==> src/rtl/irq_tree_pkg.sv <==
`timescale 1ns/1ps
// Shared constants and types for the three-level interrupt controller.
// Assumes byte-wide registers and eight lines per block, eight blocks per master.
package irq_tree_pkg;
    localparam int LINES_PER_BLK = 8;
    localparam int NUM_MREG      = 4;

    // Register offsets from the base address
    localparam int OFS_ROOT  = 0;
    localparam int OFS_MSTAT = 1;
    localparam int OFS_BSEL  = 5;
    localparam int OFS_PEND  = 6;
    localparam int OFS_CFG   = 7;
    localparam int OFS_LIVE  = 8;

    // Bit positions inside a configuration write
    localparam int CB_LVL = 0;
    localparam int CB_MFE = 1;
    localparam int CB_MRE = 2;
    localparam int CB_CLR = 3;
    localparam int CB_IDX = 4;
    localparam int CB_WE  = 7;

    typedef struct packed {
        logic lvl;
        logic m_fe;
        logic m_re;
    } line_cfg_t;

    localparam line_cfg_t CFG_RESET = '{lvl: 1'b0, m_fe: 1'b1, m_re: 1'b1};
endpackage

==> src/rtl/irq_tree_sync.sv <==
`timescale 1ns/1ps
// Two-flop synchroniser bank with an extra history stage for edge detection.
// Assumes line inputs are asynchronous; all outputs clear on reset.
module irq_tree_sync #(
    parameter int W = 64
) (
    input  logic         clk,
    input  logic         rst_n,
    input  logic [W-1:0] d,
    output logic [W-1:0] q,
    output logic [W-1:0] q_prev
);
    logic [W-1:0] meta_q;

    // Shift raw lines through two capture stages and one history stage
    always_ff @(posedge clk) begin
        if (!rst_n) begin
            meta_q <= '0;
            q      <= '0;
            q_prev <= '0;
        end else begin
            meta_q <= d;
            q      <= meta_q;
            q_prev <= q;
        end
    end
endmodule

==> src/rtl/irq_tree_line.sv <==
`timescale 1ns/1ps
// One interrupt line: stored trigger setting, event detection and sticky pending.
// Assumes lvl_now/lvl_prev are synchronised; a clear loses to a same-cycle event.
module irq_tree_line
    import irq_tree_pkg::*;
(
    input  logic      clk,
    input  logic      rst_n,
    input  logic      lvl_now,
    input  logic      lvl_prev,
    input  logic      wr_hit,
    input  line_cfg_t wr_cfg,
    input  logic      wr_clr,
    output line_cfg_t cfg_q,
    output logic      pend_q,
    output logic      enabled
);
    logic hit_evt;

    // Decide whether this cycle carries a qualifying event
    always_comb begin
        if (cfg_q.lvl)
            hit_evt = (lvl_now & ~cfg_q.m_re) | (~lvl_now & ~cfg_q.m_fe);
        else
            hit_evt = (lvl_now & ~lvl_prev & ~cfg_q.m_re)
                    | (~lvl_now & lvl_prev & ~cfg_q.m_fe);
    end

    // Hold the trigger setting written by software
    always_ff @(posedge clk) begin
        if (!rst_n)
            cfg_q <= CFG_RESET;
        else if (wr_hit)
            cfg_q <= wr_cfg;
    end

    // Sticky pending bit; new event overrides a simultaneous clear
    always_ff @(posedge clk) begin
        if (!rst_n)
            pend_q <= 1'b0;
        else
            pend_q <= hit_evt | (pend_q & ~(wr_hit & wr_clr));
    end

    assign enabled = ~(cfg_q.m_re & cfg_q.m_fe);
endmodule

==> src/rtl/irq_tree_summary.sv <==
`timescale 1ns/1ps
// Folds per-block activity into master status bytes and the root byte.
// Assumes at most NUM_MREG*8 blocks; root bit 0 is reserved, master m at bit m+1.
module irq_tree_summary
    import irq_tree_pkg::*;
#(
    parameter int NUM_BLKS = 8
) (
    input  logic [NUM_BLKS-1:0] blk_act,
    output logic [7:0]          mstat [NUM_MREG],
    output logic [7:0]          root
);
    localparam int PAD_BLKS = NUM_MREG * 8;

    logic [PAD_BLKS-1:0] act_pad;
    assign act_pad = PAD_BLKS'(blk_act);

    for (genvar m = 0; m < NUM_MREG; m++) begin : g_master
        assign mstat[m] = act_pad[m*8 +: 8];
    end

    // Flag each master whose status byte is nonzero
    always_comb begin
        root = '0;
        for (int m = 0; m < NUM_MREG; m++)
            root[m+1] = |mstat[m];
    end
endmodule

==> src/rtl/irq_tree_ctrl.sv <==
`timescale 1ns/1ps
// Top of the indirect-access interrupt controller.
// Per-line state is reached through a block-select register; reads are combinational
// on reg_addr, writes take effect at the clock edge where reg_wr is high.
module irq_tree_ctrl
    import irq_tree_pkg::*;
#(
    parameter int NUM_LINES = 64,
    parameter int ADDR_W    = 8,
    parameter int BASE_ADDR = 0
) (
    input  logic                 clk,
    input  logic                 rst_n,
    input  logic                 reg_wr,
    input  logic [ADDR_W-1:0]    reg_addr,
    input  logic [7:0]           reg_wdata,
    output logic [7:0]           reg_rdata,
    input  logic [NUM_LINES-1:0] line_in,
    output logic                 irq_out
);
    localparam int NUM_BLKS  = (NUM_LINES + LINES_PER_BLK - 1) / LINES_PER_BLK;
    localparam int PAD_LINES = NUM_BLKS * LINES_PER_BLK;

    logic [ADDR_W-1:0]    ofs;
    logic [7:0]           blk_sel_q;
    logic [2:0]           cfg_ptr_q;
    logic                 sel_ok;
    logic                 wr_bsel;
    logic                 wr_cfgreg;
    logic                 cfg_go;
    line_cfg_t            wr_cfg_w;
    logic [NUM_LINES-1:0] lvl_now;
    logic [NUM_LINES-1:0] lvl_prev;
    logic [PAD_LINES-1:0] pend_pad;
    logic [PAD_LINES-1:0] en_pad;
    logic [PAD_LINES-1:0] lvl_pad;
    line_cfg_t            cfg_pad [PAD_LINES];
    logic [NUM_BLKS-1:0]  blk_act;
    logic [7:0]           mstat [NUM_MREG];
    logic [7:0]           root;
    logic [NUM_LINES-1:0] pend_vec;
    logic [7:0]           sel_pend;
    logic [7:0]           sel_lvl;
    line_cfg_t            sel_cfg;

    assign ofs       = reg_addr - ADDR_W'(BASE_ADDR);
    assign sel_ok    = (blk_sel_q < 8'(NUM_BLKS));
    assign wr_bsel   = reg_wr && (ofs == ADDR_W'(OFS_BSEL));
    assign wr_cfgreg = reg_wr && (ofs == ADDR_W'(OFS_CFG));
    assign cfg_go    = wr_cfgreg && reg_wdata[CB_WE] && sel_ok;
    assign wr_cfg_w  = '{lvl:  reg_wdata[CB_LVL],
                         m_fe: reg_wdata[CB_MFE],
                         m_re: reg_wdata[CB_MRE]};

    irq_tree_sync #(.W(NUM_LINES)) u_sync (
        .clk    (clk),
        .rst_n  (rst_n),
        .d      (line_in),
        .q      (lvl_now),
        .q_prev (lvl_prev)
    );

    for (genvar n = 0; n < PAD_LINES; n++) begin : g_line
        if (n < NUM_LINES) begin : g_real
            logic hit;
            assign hit = cfg_go && (blk_sel_q == 8'(n / LINES_PER_BLK))
                      && (reg_wdata[CB_IDX +: 3] == 3'(n % LINES_PER_BLK));
            irq_tree_line u_line (
                .clk      (clk),
                .rst_n    (rst_n),
                .lvl_now  (lvl_now[n]),
                .lvl_prev (lvl_prev[n]),
                .wr_hit   (hit),
                .wr_cfg   (wr_cfg_w),
                .wr_clr   (reg_wdata[CB_CLR]),
                .cfg_q    (cfg_pad[n]),
                .pend_q   (pend_pad[n]),
                .enabled  (en_pad[n])
            );
            assign lvl_pad[n] = lvl_now[n];
        end else begin : g_pad
            assign cfg_pad[n]  = CFG_RESET;
            assign pend_pad[n] = 1'b0;
            assign en_pad[n]   = 1'b0;
            assign lvl_pad[n]  = 1'b0;
        end
    end

    for (genvar b = 0; b < NUM_BLKS; b++) begin : g_blk
        assign blk_act[b] = |(pend_pad[b*8 +: 8] & en_pad[b*8 +: 8]);
    end

    irq_tree_summary #(.NUM_BLKS(NUM_BLKS)) u_sum (
        .blk_act (blk_act),
        .mstat   (mstat),
        .root    (root)
    );

    assign pend_vec = pend_pad[NUM_LINES-1:0];
    assign irq_out  = |root;

    // Block-select register
    always_ff @(posedge clk) begin
        if (!rst_n)
            blk_sel_q <= '0;
        else if (wr_bsel)
            blk_sel_q <= reg_wdata;
    end

    // Line index for configuration readback, taken from every config write
    always_ff @(posedge clk) begin
        if (!rst_n)
            cfg_ptr_q <= '0;
        else if (wr_cfgreg)
            cfg_ptr_q <= reg_wdata[CB_IDX +: 3];
    end

    // Gather the selected block's pending, level and line setting
    always_comb begin
        sel_pend = '0;
        sel_lvl  = '0;
        sel_cfg  = '0;
        for (int b = 0; b < NUM_BLKS; b++) begin
            if (blk_sel_q == 8'(b)) begin
                sel_pend = pend_pad[b*8 +: 8];
                sel_lvl  = lvl_pad[b*8 +: 8];
                sel_cfg  = cfg_pad[b*8 + int'(cfg_ptr_q)];
            end
        end
    end

    // Read data multiplexer
    always_comb begin
        reg_rdata = '0;
        if (ofs == ADDR_W'(OFS_ROOT))
            reg_rdata = root;
        for (int m = 0; m < NUM_MREG; m++)
            if (ofs == ADDR_W'(OFS_MSTAT + m))
                reg_rdata = mstat[m];
        if (ofs == ADDR_W'(OFS_BSEL))
            reg_rdata = blk_sel_q;
        if (ofs == ADDR_W'(OFS_PEND))
            reg_rdata = sel_ok ? sel_pend : 8'h00;
        if (ofs == ADDR_W'(OFS_CFG))
            reg_rdata = sel_ok ? {1'b0, cfg_ptr_q, 1'b0, sel_cfg.m_re,
                                  sel_cfg.m_fe, sel_cfg.lvl} : 8'h00;
        if (ofs == ADDR_W'(OFS_LIVE))
            reg_rdata = sel_ok ? sel_lvl : 8'h00;
    end
endmodule

==> config.mk <==
export PLATFORM = sky130hd
export DESIGN_NAME = irq_tree_ctrl
export DESIGN_NICKNAME = d
export VERILOG_FILES = /design/src/rtl/irq_tree_pkg.sv /design/src/rtl/irq_tree_sync.sv /design/src/rtl/irq_tree_line.sv /design/src/rtl/irq_tree_summary.sv /design/src/rtl/irq_tree_ctrl.sv
export SDC_FILE = /design/constraint.sdc
export NUM_CORES = 1
export LEC_CHECK = 0
export BUFFER_PORTS_ARGS = -buffer_cell sky130_fd_sc_hd__buf_2
export CAP_MARGIN = 5
export CORE_ASPECT_RATIO = 0.75
export CORE_MARGIN = 1
export CORE_UTILIZATION = 56
export CTS_CLUSTER_SIZE = 25
export DETAILED_ROUTE_END_ITERATION = 10
export HOLD_SLACK_MARGIN = 0.05
export PLACE_DENSITY = 0.88
export SYNTH_ARGS = -nofsm -noshare
export SYNTH_HDL_FRONTEND = slang
export SYNTH_HIERARCHICAL = 1
export SYNTH_SLANG_ARGS = --single-unit
==> constraint.sdc <==
create_clock -name clk -period 2.6 [get_ports clk]
set_input_delay 0.52 -clock clk [delete_from_list [all_inputs] [get_ports clk]]
set_output_delay 0.52 -clock clk [all_outputs]
set_load 0.1 [all_outputs]
==> out/results.txt, run 1 <==
Clock Latency Late Sink = 0.58 ns
VDD IR max = 0.525 mV
H-tree depth = 2
Final Max Slew Viols = 0
MaxCap Viol Count = 0
Die X = 225 um
Remaining DRCs = 0
Most frequent cells in the layout = 429 x dfxtp_1, 353 x buf_4, 326 x nand2_1, 280 x mux2i_1, 194 x and2_1
Fraction of layout cells with a size suffix above 1 = 33.2%
Setup WS pre-CTS = -0.681 ns
Final instance area = 0.0275 mm2
Via count = 18400
Slew of the pin with the lowest slew margin = 0.806 ns
Achievable Freq = 0.252 GHz
# setup viols final = 108
Worst setup EP type = output pin
Core area = 0.0363 mm2
RSZ-0062 raised after global routing = true
Final Skew = 0.0229 ns
P&R area growth vs syn = 32.3%
Synth Area in XOR/XNOR = 2.69%
Initial DRC Count = 2342
Post-Synth Adder-Cell Area = 0%
Ports = 92
Compound-Gate Fraction of Synth Area = 8.83%
Clock power frac = 45.9%
Clock-pin slew on the worst setup and hold paths = 0.06 ns
Drt wl/cell = 23.4 um
Post-synth cell types = 66
Die ar. = 0.0379 mm2
Worst Path Class, Setup = reg2out
Num CTS Buffers = 44
Clk sink count = 459
Pre-antenna DRT Iters = 8
Initial core utilization = 57.4%
Combinational Power Share = 4.8%
CP Data Arrival Time = 3.44 ns
Clk buf depth = 3
Final worst slack = -1.36 ns
Synthesis-stage register bit count = 459
PwrDens = 535 mW/mm2
Via density = 6.02
Post-synthesis sequential area ratio = 44.2%
Pin count of the biggest net entering global routing = 104
First-pass GRT wire length = 107 mm
Register share of total power = 49.3%
Initial antenna violation count = 3
Switch share = 22.5%
Commonest non-fill, non-tap cell in the layout = dfxtp_1
Failing checks = negative setup slack
Final worst path period share = 152%
Nets = 2615
Util after Layout = 75.9%
Final cell count without fillers = 3060
Total track usage = 37.2%
Total grt overflow = 0
IO Port Bufs = 91
Synth async-reset ratio = 0%
Run status = finished, violations left
Critical Path Start Type = register
Pwr Total = 0.0147 W
Cell Rows = 60
WL final = 71.5 mm
Instance count of the mapped netlist = 2063
GPL Wtd Cong = 0.987
Antenna cell count = 0
Hold_buf cts = 0
Multiplexer share of the synthesized area = 21.8%
Internal Power = 0.0114 W
Critical path peak fanout = 2
Sw power = 0.00332 W
Mean Syn Cell Area = 10.1 um2
Syn Std Cell Area = 0.0208 mm2
Area after DPL = 0.0252 mm2
Simple-Gate Fraction of Synth Area = 18.9%
ANT nets after route = 0
CTS root buf = clkbuf_16
Vias in the first global route = 18100
Required @ worst endpoint = 2.08 ns
Max-slew headroom = 46.2%
Leak = 10.7 nW
Top FF cell, synth = dfxtp_1
Final hold vios = 0
Die height = 169 um
YS warnings = 6
CTS tree = yes
Fill count = 2246
Min-Delay Path Class = in2reg
Fin crit period = 3.96 ns
Placed Cells = 2959
DP Wirelength = 48.5 mm
Largest family of logic cells by synthesized area = multiplexers
EDFF count, synth = 0
==> worst max-delay path, stage by stage (launching register included) <==
cell and delay (ns):
dfxtp_1 0.37, nand2_1 0.11, a22oi_1 0.20, nand4_1 0.22, buf_6 0.21, nor4_4 0.33
nand2_1 0.13, mux4_2 0.49, nand2_2 0.09, a21oi_2 0.06, a311oi_2 0.31, o211ai_4 0.16
buf_12 0.19
==> final timing paths <==
| path | start | end | slack, ns | cells past startpoint |
|---|---|---|---|---|
| setup / recovery | g_line[29].g_real.u_line/cfg_q[0] | reg_rdata[1] | -1.36 | 12 |
| hold / removal | line_in[21] | u_sync/meta_q[21] | 0.14 | 2 |
| setup reg to reg | blk_sel_q[5] | g_line[59].g_real.u_line/pend_q | -0.19 | 13 |
| hold reg to reg | u_sync/meta_q[16] | u_sync/q[16] | 0.42 | 1 |
==> state kept, by name, summed over array words and instances, names as in the netlist <==
name,count
g_line.g_real.u_line/cfg_q,192
g_line.g_real.u_line/pend_q,64
u_sync/meta_q,64
u_sync/q,64
u_sync/q_prev,64
blk_sel_q,8
cfg_ptr_q,3
==> timing repair <==
action / CTS / global route
gates cloned: 1 / 0
setup endpoints to repair: 225 / 258
pin swaps: 124 / 78
hold endpoints to repair: 0 / 0
resized for setup: 107 / 66
setup buffers: 16 / 11
==> kinds of logic after synthesis <==
logic type,count (synthesis)
AOI/OAI and AO/OA,274
DFF,459
muxes,368
buffers and inverters,111
xor gates and xnor gates,64
and+or+nand+nor,786
other,1
==> power groups by stage <==
stage | clock network (W) | logic [W] | registers (W)
floorplan | 0 | 0.000366 | 0.00736
global placement | 0 | 0.000651 | 0.00740
detailed placement | 0 | 0.000663 | 0.00741
CTS | 0.00678 | 0.000682 | 0.00725
global route | 0.00709 | 0.000742 | 0.00726
finish | 0.00676 | 0.000709 | 0.00726
==> per-layer routing <==
metal | up-vias | wire length [um] | track usage, %
li1 | 8082 | - | -
met1 | 8928 | 28400 | 49.4
met2 | 1175 | 31200 | 57.2
met5 | - | 25 | 0
met4 | 4 | 2720 | 13.7
met3 | 241 | 9060 | 11.0
==> Yosys cell counts (4+ instances only) <==
master,number,area [um2]
nor4_4,4,85.1
buf_1,6,22.5
a21oi_1,21,105
buf_2,11,55.1
o211ai_1,12,90.1
a221oi_1,4,35.0
o21bai_1,4,30.0
nor2b_1,84,526
a22oi_1,45,338
o21ai_1,65,325
mux4_2,66,1490
nand2_1,356,1340
mux2_2,18,203
buf_4,41,308
nand2b_1,6,37.5
and2_1,194,1210
nor4_1,5,31.3
clkbuf_1,26,97.6
or3_1,5,31.3
mux2i_1,284,2840
nor2_1,87,327
inv_1,5,18.8
o21ai_0,16,80.1
buf_6,22,248
xor2_1,64,561
nand4_1,8,50.1
nor3_1,8,40.0
dfxtp_1,459,9190
or4_4,4,45.0
o2bb2ai_1,4,35.0
a21boi_1,64,480
o22ai_1,9,56.3
==> area by class of cell <==
type / count / area, um2 / share of cell area, %
well taps: 496 / 621 / 2.26
inverters: 5 / 18.8 / 0.0682
multi-input cells: 1524 / 12100 / 43.8
repair buffers: 498 / 4070 / 14.8
flip-flops and latches: 459 / 9230 / 33.5
clock inverters: 15 / 219 / 0.796
clock buffers: 63 / 1290 / 4.71
==> metrics by stage <==
step                hold slack [ns]  setup TNS, ns
floorplan                     0.406         -64.72
global route                  0.138         -20.40
global placement              0.414         -76.99
finish                        0.145         -13.77
detailed placement            0.418         -86.75
CTS                           0.133         -17.77
Note: power is estimated with default switching activity, not from simulation.
==> run 2: changes to the inputs <==
--- a/config.mk
+++ b/config.mk
@@ -14,7 +14,7 @@
 export DETAILED_ROUTE_END_ITERATION = 10
 export HOLD_SLACK_MARGIN = 0.05
 export PLACE_DENSITY = 0.88
+export SLEW_MARGIN = 10
 export SYNTH_ARGS = -nofsm -noshare
 export SYNTH_HDL_FRONTEND = slang
-export SYNTH_HIERARCHICAL = 1
 export SYNTH_SLANG_ARGS = --single-unit
==> out/results.txt, run 2 <==
GPL Wtd Cong = 0.985 (-0.18%)
Slew of the pin with the lowest slew margin = 0.821 ns (+0.0142 ns)
Setup TNS = -13.08 ns (+0.691 ns)
Initial core utilization = 57.0% (-0.35 points)
Fin crit period = 3.80 ns (-0.166 ns)
Required @ worst endpoint = 2.08 ns (about the same)
Num CTS Buffers = 44 (unchanged)
Core area = 0.0360 mm2 (-0.83%)
WP buf/inv = 2 (unchanged)
Total track usage = 39.3% (+2.2 points)
Clock-pin slew on the worst setup and hold paths = 0.07 ns (about the same)
Register area = 0.00920 mm2 (-0.39%)
Remaining DRCs = 0 (unchanged)
Fill count = 2221 (-1.1%)
Placed Cells = 2970 (+0.37%)
Top area cells in the synthesized netlist = dfxtp_1 45%, o21ai_0 7.8%, a21boi_0 6.1%
Final worst slack = -1.20 ns (+0.166 ns)
Die ar. = 0.0374 mm2 (-1.4%)
Multi-input gate area in the final layout = 0.0116 mm2 (-3.9%)
Nets = 2668 (+2.0%)
Die X = 223 um (-0.71%)
Via count = 20000 (+8.4%)
Min-Delay Path Class = in2reg
Instance count of the mapped netlist = 2225 (+7.9%)
Area after DPL = 0.0241 mm2 (-4.1%)
Drt wl/cell = 25.8 um (+10%)
Clk buf depth = 3 (unchanged)
Crit-path max cell delay = 0.51 ns (+0.02 ns)
Post-synth cell types = 72 (+9.1%)
Final hold vios = 0 (unchanged)
Syn Std Cell Area = 0.0205 mm2 (-1.4%)
ANT nets after route = 0 (unchanged)
CP top delay family = simple AND/OR/NAND/NOR gates
RSZ-0062 raised after global routing = true
Critical-path top delay cell = or4_4
Final instance area = 0.0273 mm2 (-0.91%)
Commonest non-fill, non-tap cell in the layout = dfxtp_1
P&R area growth vs syn = 33.0%
Syn_nets = 2308
Hold_buf cts = 0 (unchanged)
MaxCap Viol Count = 0 (unchanged)
Top post-synthesis cells by count = 459 x dfxtp_1, 321 x o21ai_0, 217 x nand2_1
Final Max Slew Viols = 0 (unchanged)
Yosys top cell area share = 44.8% (+0.64 points)
Synthesis-stage register bit count = 459 (unchanged)
CTS tree = yes
Top FF cell, synth = dfxtp_1
First-pass GRT wire length = 112 mm (+4.8%)
Ports = 92 (unchanged)
Worst Path Class, Setup = reg2out
Final Skew = 0.0189 ns (-0.00407 ns)
CTS root buf = clkbuf_16
Final cell count without fillers = 3088 (+0.92%)
Yosys top cell by area = dfxtp_1
Most flops, register = g_line.g_real.u_line.cfg_q
Critical Path Start Type = register
IO Port Bufs = 91 (unchanged)
Die height = 168 um (-0.71%)
PwrDens = 546 mW/mm2 (+2.1%)
Worst-path cell chain = nand2_1 -> a2111oi_4 -> buf_4 -> or4bb_4 -> or4_4 -> a21oi_2 -> o211ai_1 -> buf_12
Final worst path period share = 146% (-6.4 points)
Cell Rows = 60 (unchanged)
Top-count cell post-synth = dfxtp_1
Initial DRC Count = 3136 (+34%)
Pin count of the biggest net entering global routing = 106 (+1.9%)
YS warnings = 0 (-6)
Clock Latency Late Sink = 0.57 ns (about the same)
WL final = 79.6 mm (+11%)
H-tree depth = 2 (unchanged)
Leak = 10.5 nW (-2.0%)
Vias in the first global route = 19000 (+5.3%)
Run status = finished, violations left
CP Data Arrival Time = 3.28 ns (-0.16 ns)
Achievable Freq = 0.263 GHz (+4.4%)
Failing checks = negative setup slack
Via density = 6.47 (+7.4%)
Max-slew headroom = 43.9% (-2.4 points)
# setup viols final = 91 (-16%)
Initial antenna violation count = 4 (+1)
Mean Syn Cell Area = 9.22 um2 (-8.6%)
Total grt overflow = 0 (unchanged)
Fraction of layout cells with a size suffix above 1 = 32.3% (-0.98 points)
Pre-antenna DRT Iters = 8 (unchanged)
Clk sink count = 459 (unchanged)
VDD IR max = 0.603 mV (+15%)
EDFF count, synth = 0 (unchanged)
Worst setup EP type = output pin
Most frequent cells in the layout = 454 x dfxtp_1, 346 x buf_4, 227 x o21ai_0, 210 x nand2_1, 195 x and2_1
Synth async-reset ratio = 0% (unchanged)
Critical path peak fanout = 2 (unchanged)
Max reg flops = 192 (unchanged)
Post-synthesis sequential area ratio = 44.8% (+0.64 points)
DP Wirelength = 50.9 mm (+4.9%)
run 2: cell types whose count changed in the layout (fill, tap and decap cells not counted), sizes merged, moves of 11 or more:
cell / delta
conb: -31
mux2i: -162
nand2: -139
nand3: +122
o21ai: +240
a22oi: -39
or2: +15
clkbuf: +16
a21boi: +104
mux4: -11
buf: -15
nor2b: -54
run 2: final timing paths:
kind	start	to	slack (ns)	cells after the start
min	line_in[10]	u_sync.meta_q[10]	0.15	2
min reg2reg	u_sync.meta_q[4]	u_sync.q[4]	0.43	1
max	g_line[22].g_real.u_line.cfg_q[0]	reg_rdata[1]	-1.20	8
max reg2reg	blk_sel_q[5]	g_line[8].g_real.u_line.cfg_q[2]	-0.16	12
run 2: power breakdown:
group	switching [W]	leakage (nW)	internal [W]
logic	0.000420	6.00	0.000261
clock network	0.00283	0.764	0.00411
registers	0.000116	3.74	0.00715
total	0.00337	10.5	0.0115
run 2: layout make-up:
type                    instances  share of cell area, %
inverters                       5                 0.0688
flip-flops and latches        459                   33.7
repair buffers                497                   15.8
diodes                          3                 0.0275
multi-input cells            1578                   42.5
well taps                     465                   2.13
clock buffers                  65                   4.80
clock inverters                16                  0.964
run 2: logic make-up after synthesis:
group	after synthesis	share of synthesized area, %
AND/OR/NAND/NOR	724	18.0
AO/OA/AOI/OAI	598	18.0
flip-flops	459	44.8
multiplexers	192	12.8
buffers and inverters	188	3.61
XOR/XNOR	64	2.73
run 2: per-stage QoR:
stage          hold slack [ns]  util [%]  power, W  setup slack, ns
5_1_grt                  0.151      75.8    0.0153            -1.25
3_3_place_gp             0.414      67.1   0.00800           -0.913
4_1_cts                  0.138      72.9    0.0148            -1.15
2_1_floorplan            0.412         -   0.00771            -1.20
3_5_place_dp             0.419      67.1   0.00802            -1.12
6_report                 0.154      75.8    0.0149            -1.20
run 2: repair_timing:
item	CTS	global route
pin swaps	18	63
gates resized for setup	143	249
buffers inserted	9	9
setup endpoints to repair	9	239
gates cloned	1	20
run 2: per-layer routing:
metal / vias to the layer above / GRT usage (%) / share of wire [%]
met5: - / 0 / 0.011
met3: 418 / 10.9 / 14
met4: 2 / 16.1 / 5.7
met1: 9480 / 52.3 / 38
met2: 1535 / 60.3 / 43
li1: 8545 / - / -
